===== src/rtl/pred_mask_pkg.sv =====
package pred_mask_pkg;

    // integer predicate select codes
    localparam logic [3:0] IP_ALWAYS    = 4'd0;
    localparam logic [3:0] IP_R3_ONEHOT = 4'd1;
    localparam logic [3:0] IP_R3        = 4'd2;
    localparam logic [3:0] IP_R3_INV    = 4'd3;
    localparam logic [3:0] IP_R10       = 4'd4;
    localparam logic [3:0] IP_R10_INV   = 4'd5;
    localparam logic [3:0] IP_R30       = 4'd6;
    localparam logic [3:0] IP_R30_INV   = 4'd7;

    typedef struct packed {
        logic       ok;     // code is a known condition code
        logic [1:0] idx;    // bit index inside a condition field
        logic       flip;   // invert the selected bit
    } cr_sel_t;

    // condition code: pairs share an index, the odd member inverts
    function automatic cr_sel_t cr_sel_decode(input logic [3:0] code);
        cr_sel_t s;
        s.ok   = ~code[3];
        s.idx  = code[2:1];
        s.flip = code[0];
        return s;
    endfunction

endpackage


===== src/rtl/pm_int_sel.sv =====
module pm_int_sel #(
    parameter int MASK_W = 64,
    localparam int SH_W = $clog2(MASK_W)
) (
    input  logic [3:0]        code,
    input  logic [MASK_W-1:0] r3,
    input  logic [MASK_W-1:0] r10,
    input  logic [MASK_W-1:0] r30,
    output logic [MASK_W-1:0] mask
);
    import pred_mask_pkg::*;

    always_comb begin
        unique case (code)
            IP_ALWAYS:    mask = '1;
            IP_R3_ONEHOT: mask = MASK_W'(1) << r3[SH_W-1:0];
            IP_R3:        mask = r3;
            IP_R3_INV:    mask = ~r3;
            IP_R10:       mask = r10;
            IP_R10_INV:   mask = ~r10;
            IP_R30:       mask = r30;
            IP_R30_INV:   mask = ~r30;
            default:      mask = '0;
        endcase
    end
endmodule


===== src/rtl/pm_cr_gather.sv =====
module pm_cr_gather #(
    parameter int MASK_W  = 64,
    parameter int FIELD_W = 4,
    localparam int VL_W   = $clog2(MASK_W + 1),
    localparam int CR_W   = MASK_W * FIELD_W
) (
    input  logic [3:0]        code,
    input  logic [CR_W-1:0]   fields,
    input  logic [VL_W-1:0]   vl,
    output logic [MASK_W-1:0] mask
);
    import pred_mask_pkg::*;

    cr_sel_t sel;
    assign sel = cr_sel_decode(code);

    for (genvar e = 0; e < MASK_W; e++) begin : g_elem
        localparam logic [VL_W-1:0] POS = VL_W'(e);
        logic [FIELD_W-1:0] fld;
        logic               in_range;
        assign fld      = fields[e*FIELD_W +: FIELD_W];
        assign in_range = POS < vl;
        assign mask[e]  = sel.ok & in_range & (fld[sel.idx] ^ sel.flip);
    end
endmodule


===== src/rtl/pred_mask_gen.sv =====
module pred_mask_gen #(
    parameter int MASK_W  = 64,
    parameter int FIELD_W = 4,
    localparam int VL_W   = $clog2(MASK_W + 1),
    localparam int CR_W   = MASK_W * FIELD_W
) (
    input  logic              clk,
    input  logic              rst_n,
    input  logic              in_valid,
    input  logic              pred_cr,
    input  logic [3:0]        pred_code,
    input  logic [MASK_W-1:0] reg3,
    input  logic [MASK_W-1:0] reg10,
    input  logic [MASK_W-1:0] reg30,
    input  logic [CR_W-1:0]   cr_fields,
    input  logic [VL_W-1:0]   vl,
    output logic [MASK_W-1:0] mask_o
);
    localparam logic [VL_W-1:0] VL_MAX = VL_W'(MASK_W);

    typedef struct packed {
        logic [MASK_W-1:0] mask;
    } state_t;

    state_t st_d, st_q;
    logic [MASK_W-1:0] int_mask, cr_mask;
    logic [VL_W-1:0]   vl_eff;

    assign vl_eff = (vl > VL_MAX) ? VL_MAX : vl;

    pm_int_sel #(.MASK_W(MASK_W)) u_int (
        .code (pred_code),
        .r3   (reg3),
        .r10  (reg10),
        .r30  (reg30),
        .mask (int_mask)
    );

    pm_cr_gather #(.MASK_W(MASK_W), .FIELD_W(FIELD_W)) u_cr (
        .code   (pred_code),
        .fields (cr_fields),
        .vl     (vl_eff),
        .mask   (cr_mask)
    );

    always_comb begin
        st_d = st_q;
        if (in_valid) begin
            st_d.mask = pred_cr ? cr_mask : int_mask;
        end
    end

    always_ff @(posedge clk or negedge rst_n) begin
        if (!rst_n) begin
            st_q <= '0;
        end else begin
            st_q <= st_d;
        end
    end

    assign mask_o = st_q.mask;
endmodule


===== config.mk =====
export PLATFORM = sky130hd
export DESIGN_NAME = pred_mask_gen
export DESIGN_NICKNAME = d
export VERILOG_FILES = /design/src/rtl/pred_mask_pkg.sv /design/src/rtl/pm_int_sel.sv /design/src/rtl/pm_cr_gather.sv /design/src/rtl/pred_mask_gen.sv
export SDC_FILE = /design/constraint.sdc
export NUM_CORES = 1
export LEC_CHECK = 0
export ABC_AREA = 0
export BUFFER_PORTS_ARGS = -buffer_cell sky130_fd_sc_hd__buf_2
export CAP_MARGIN = 20
export CORE_AREA = 2 2 204 206
export CTS_BUF_LIST = sky130_fd_sc_hd__clkbuf_4 sky130_fd_sc_hd__clkbuf_8
export CTS_CLUSTER_SIZE = 28
export DETAILED_ROUTE_END_ITERATION = 10
export DIE_AREA = 0 0 206 208
export HOLD_SLACK_MARGIN = 0.1
export SYNTH_ARGS = -nofsm -noshare
export SYNTH_HDL_FRONTEND = slang
export SYNTH_SLANG_ARGS = --single-unit
export TNS_END_PERCENT = 20

===== constraint.sdc =====
create_clock -name clk -period 1.4 [get_ports clk]
set_input_delay 0.35 -clock clk [delete_from_list [all_inputs] [get_ports clk]]
set_output_delay 0.35 -clock clk [all_outputs]
set_load 0.01 [all_outputs]

### Yosys cells after proc, flatten, opt, wreduce, memory -nomap -nowiden

Cells that the tools add are included.

* add/sub/neg operators: 0
* multiply operators: 0
* div/mod/pow operators: 0
* order comparisons: 66
* eq/ne operators: 7
* shifts and indexed selects: 1
* muxes and demuxes: 131
* bitwise gates (word level): 196
* reductions and logical operators: 1

Operators by type and width (count)
* one-hot mux 64 bit (8 select lines): 1
* less-than comparator 6 x 7 -> 1 bit (first input constant): 32
* inverter 64 bit: 3
* bitwise AND 1 bit: 128
* binary-select mux 1 bit (select 2 bit): 64
* less-than comparator 5 x 7 -> 1 bit (first input constant): 16
* 2-to-1 mux 1 bit: 64
* 2-to-1 mux 64 bit: 1
* left shift 1 x 6 -> 64 bit (first input constant): 1
* bitwise XOR 1 bit: 64
* less-than comparator 4 x 7 -> 1 bit (first input constant): 8
* less-than comparator 3 x 7 -> 1 bit (first input constant): 4
* equality test 4 x 3 -> 1 bit (second input constant): 4
* less-than comparator 1 x 7 -> 1 bit (first input constant): 2
* less-than comparator 2 x 7 -> 1 bit (first input constant): 2
* equality test 4 x 2 -> 1 bit (second input constant): 2
* greater-than comparator 7 bit (second input constant): 1
* 2-to-1 mux 7 bit: 1
* equality test 4 x 1 -> 1 bit (second input constant): 1
* zero test 4 bit: 1
* less-than comparator 2 x 3 -> 1 bit (second input constant): 1
* inverter 1 bit: 1

* bits in registers: 64
* bits in latches: 0
* bits in writable memories: 0
* memory bits (read-only): 0
* input port bits: 463
* output and inout port bits: 64
* logic and storage cells: 403
* memories kept: 0

### Depth between registers and ports, before layout

* depth in word-level cells: 6
* mapped depth: 10
* depth with buffers taken out: 5

### Modules after synthesis

Synthesis repeated with hierarchy kept, for this count alone.

* cells, all modules: 1256
* area, all modules: 10536.4 um^2

By module, submodules not included
* pm_int_sel: instances 1, cells an instance 567, area an instance 3883.7 um^2, seq. area each 0.0 um^2
* pm_cr_gather: instances 1, cells an instance 405, area an instance 3611.0 um^2, seq. area each 0.0 um^2
* pred_mask_gen: instances 1, cells an instance 284, area an instance 3041.7 um^2, seq. area each 1601.5 um^2

### Worst setup path before layout

OpenSTA, ideal clock, no wires.

* path kind: input port to flip-flop
* start: in pred_code[1]
* end: reg st_q, in the netlist mask_o[0]
* library setup time: 0.073 ns
* arrival: 1.852 ns
* data required time: 1.327 ns
* slack: -0.525 ns
* stages on the path: 8
* buffers on the path: 3
* path through: buf_6 or4b_1 or3_1 buf_2 buf_6 o22ai_2 nor3_1 a2bb2oi_2

* word-level cells in the longest chain between the ends: 5
* elaborated cells on any way between the ends: 14
* classes of those cells: eq/ne: 7; mux: 4; bitwise: 2; reduce/logical: 1

RTL lines
* start: declaration: line pred_mask_gen.sv:11 `input logic [3:0] pred_code,`
* binary-select mux 1 bit (select 2 bit): line pm_cr_gather.sv:23 `assign mask[e] = sel.ok & in_range & (fld[sel.idx] ^ sel.flip);`
* 2-to-1 mux 1 bit (not written as such): line pm_cr_gather.sv:23
* bitwise XOR 1 bit: line pm_cr_gather.sv:23
* bitwise AND 1 bit: line pm_cr_gather.sv:23
* 2-to-1 mux 64 bit *: line pred_mask_gen.sv:49 `st_d.mask = pred_cr ? cr_mask : int_mask;`
* end signal: assignment: line pred_mask_gen.sv:57 `st_q <= st_d;`
* end: declaration: line pred_mask_gen.sv:25 `state_t st_d, st_q;`

Every way passes the cells marked *; elsewhere a longest branch is shown, timed or not. The select of a mux whose other input is x is not followed.
A chain may end at the register's enable or synchronous reset.

### Worst setup path after layout

* start: in pred_code[2]
* end: reg st_q, in the netlist mask_o[41]

The elaborated chain is that of the path after synthesis.

==> flow_summary.toml <==
[status]
outcome = "finished with violations"
violations = "setup timing"

[finish]
drive_gt1_share_pct = 58.15
largest_reg_flops = 64
areaGrowthSynthToFinish_pct = 74.88
final_nets = 2286

[worst_setup_path]
crit_arrival_ps = 2060
slowest_delay_ps = 520
cp-end-kind = "flop"
cp_max_fo = 5
critPathKind = "input pin to flop"
cp-start-kind = "input pin"
path_cells = "buf_12, buf_12, buf_8, mux2i_2, o22ai_2, a222oi_1, o21ai_1, a221o_1"
worstPathRequired_ps = 1660
cp_slowest_cell = "a222oi_1"
cpMostUsedCell = "buf_12"

[synthesis]
syn_nets = 1538
async_flop_share_pct = 100.0
synth_edf_count = 0
yosysWarnings = 0
ys_types = 64
syn_inst = 1075
syn_area_sq_um = 9085
ys_ff_latch = 64
yosysSeqAreaShare_pct = 17.63
synthFlopType = "dfrtp_1"
synth.avg_cell_area_sq_um = 8.451

[pwr]
ir_worst_vdd_v = 0.0004141
p_per_area_nw_per_um2 = 586.4
leakagePower_nw = 7.270
fin_total_pwr_mw = 9.317

[clock_tree]
path_clk_slew_ps = 90
ctsRootBufferMaster = "clkbuf_8"
h-tree-depth = 3
cts_buffers = 9
cts_tree = "yes"
clock_latency_ps = 370
clockBufferDepth = 2
cts_sinks = 64

[sta]
fin_hold_ws_ps = 406.1
tightestPinTransition_ps = 493.4
setup_viol = 63
rsz0062_at_grt = "true"
fin_crit_sh_pct = 128.5
maxSlewHeadroom_pct = 67.07
hold_viol_final = 0
worst_slack_ps = -398.6
maxSlewViolCount = 0
max_freq_mhz = 556.0
finClkSkew_ps = 0
period_needed_ps = 1799

[routing]
wl_per_cell_microns = 25.54
route.detailed.drc = 0
vias = 12629
drt-initial-drc-count = 1220
avgViaCountPerCell = 5.331
drtAntennaViolNets = 0
dr.pass1.iters = 5
drt_wl_total_mm = 60.50

[global_route]
grt_max_degree = 31
grt_first_pass_wirelength_mm = 85.46
grt.total_usage_pct = 27.27
grt_overflow_total = 0
grt_pass1_vias = 13104
antenna_found_initial = 14

[placed_design]
gp_congestion = 0.9370
hpwlAfterDp_mm = 50.70
port_buffers = 526

[die]
initial_core_util_pct = 22.40
fp.dieH_microns = 208
core-area_sq_um = 40550
floorplan.die_area_sq_um = 42850
boundaryPins = 527
rows = 74
die_w_microns = 206

[hold_path]
min_path_type = "input pin to asynchronous set/reset pin"

[run]
drv_cap = 0
-- synth_stat cells (all sizes together) (5+ instances only) --
cell type / instances / area, sq um
o31ai: 5 / 37.54
o22ai: 34 / 219.0
o21a: 11 / 82.58
dfrtp: 64 / 1602
a31oi: 15 / 93.84
nor2: 67 / 251.5
o22a: 6 / 52.55
clkbuf: 52 / 195.2
nand2: 56 / 210.2
a2bb2oi: 36 / 321.6
and3: 7 / 43.79
o2111ai: 5 / 43.79
buf: 65 / 340.3
or3: 9 / 56.30
nand2b: 27 / 168.9
o211ai: 8 / 60.06
a22o: 7 / 61.31
mux4: 58 / 1306
xnor2: 102 / 893.4
a211oi: 19 / 142.6
nor2b: 38 / 237.7
mux2i: 54 / 540.5
a21oi: 53 / 265.3
xor2: 7 / 61.31
nor3: 35 / 175.2
a211o: 6 / 52.55
nand3: 17 / 85.08
o221ai: 25 / 219.0
inv: 16 / 60.06
nor4: 7 / 43.79
and2: 6 / 37.54
o21ai: 70 / 350.3
a22oi: 13 / 97.59
a221o: 25 / 250.2
-- cell type report --
type | count | area [sq um]
well taps | 532 | 665.6
inverters | 17 | 68.82
flip-flops and latches | 64 | 1603
diodes | 9 | 22.52
multi-input cells | 877 | 7652
clock inverters | 7 | 95.09
fillers | 4202 | 24670
repair buffers | 854 | 5657
clock buffers | 9 | 123.9
-- path summary, 6_finish.rpt --
check / endpoint / from / cells after the start / slack (ps)
min reg2reg: mask_o[34] / mask_o[34] / 1 / 510
max reg2reg: mask_o[3] / mask_o[3] / 4 / 80
max: mask_o[41] / pred_code[2] / 8 / -400
min: mask_o[44] / rst_n / 2 / 410
max in group asynchronous: mask_o[36] / rst_n / 3 / 510
min in group clk: mask_o[47] / reg10[47] / 5 / 410
-- worst max-delay path, delay by kind of cell --
| family | cells | cell delay (ps) |
|---|---|---|
| buffers and inverters | 3 | 360 |
| AOI/OAI and AO/OA | 4 | 1170 |
| muxes | 1 | 170 |
-- report_power, final --
| part | switching, mW | internal [mW] |
|---|---|---|
| clock network | 0.941 | 1.01 |
| registers | 0.148 | 2.04 |
| logic | 2.57 | 2.61 |
-- stage by stage --
stage	instance area, sq um	std cells	utilization [%]	setup slack, ps	TNS (ps)
after floorplan	9101	1075	-	-507.0	-27540
after global placement	14450	2327	35.64	-1111	-50310
after detailed placement	14450	2327	35.64	-1139	-51320
after CTS	15620	2358	38.52	-319.0	-8587
after global routing	15890	2368	39.17	-369.7	-12540
final	15890	2369	39.18	-398.6	-8766
-- cells in the final DEF (no fill, tap or decap), types with 8 or more instances in the layout --
cell type / synthesis / final
buf_2: 50 / 521
buf_4: 5 / 277
xnor2_1: 102 / 82
dfrtp_1: 64 / 63
nor2_1: 67 / 59
mux4_2: 58 / 58
nand2_1: 56 / 55
a21oi_1: 53 / 50
mux2i_1: 54 / 42
o21ai_0: 70 / 41
nor2b_1: 38 / 34
buf_12: 0 / 26
nand2b_1: 27 / 25
nor3_1: 35 / 25
a221o_1: 25 / 25
o22ai_1: 33 / 24
o21ai_1: 0 / 22
a2bb2oi_1: 35 / 20
o221ai_1: 25 / 19
xnor2_2: 0 / 19
buf_6: 2 / 17
nand3_1: 17 / 16
a2bb2oi_2: 1 / 15
a31oi_1: 15 / 14
inv_1: 14 / 13
a211oi_1: 19 / 12
o21a_1: 11 / 11
mux2i_2: 0 / 11
o22ai_2: 1 / 10
a22oi_1: 13 / 10
diode_2: 0 / 9
nor3_2: 0 / 9
clkbuf_8: 0 / 9
o211ai_1: 8 / 8
-- repair_timing --
item                                    CTS  global route
pin swaps                                32            21
hold endpoints to repair                 15             0
setup buffers                            10             2
resized for setup                       176            54
endpoints found under the setup margin   64            65
hold buffers                              1             0
cloned                                    4             0
-- metal layers --
layer  vias to the layer above  track usage, %  wire, microns
met1                      6185           35.24          24940
li1                       5652               -              -
met2                       689           45.41          28340
met4                        10           8.005           1817
met5                         -               0             74
met3                        93           5.764           5329
-- kinds of logic after synthesis --
family	Yosys count	share of synthesized area (%)
compound gates	363	28.34
xor+xnor	109	10.51
buf+inv	134	6.597
flops	64	17.63
mux	113	20.45
simple gates	292	16.47
Power figures use the tool's default switching activity.
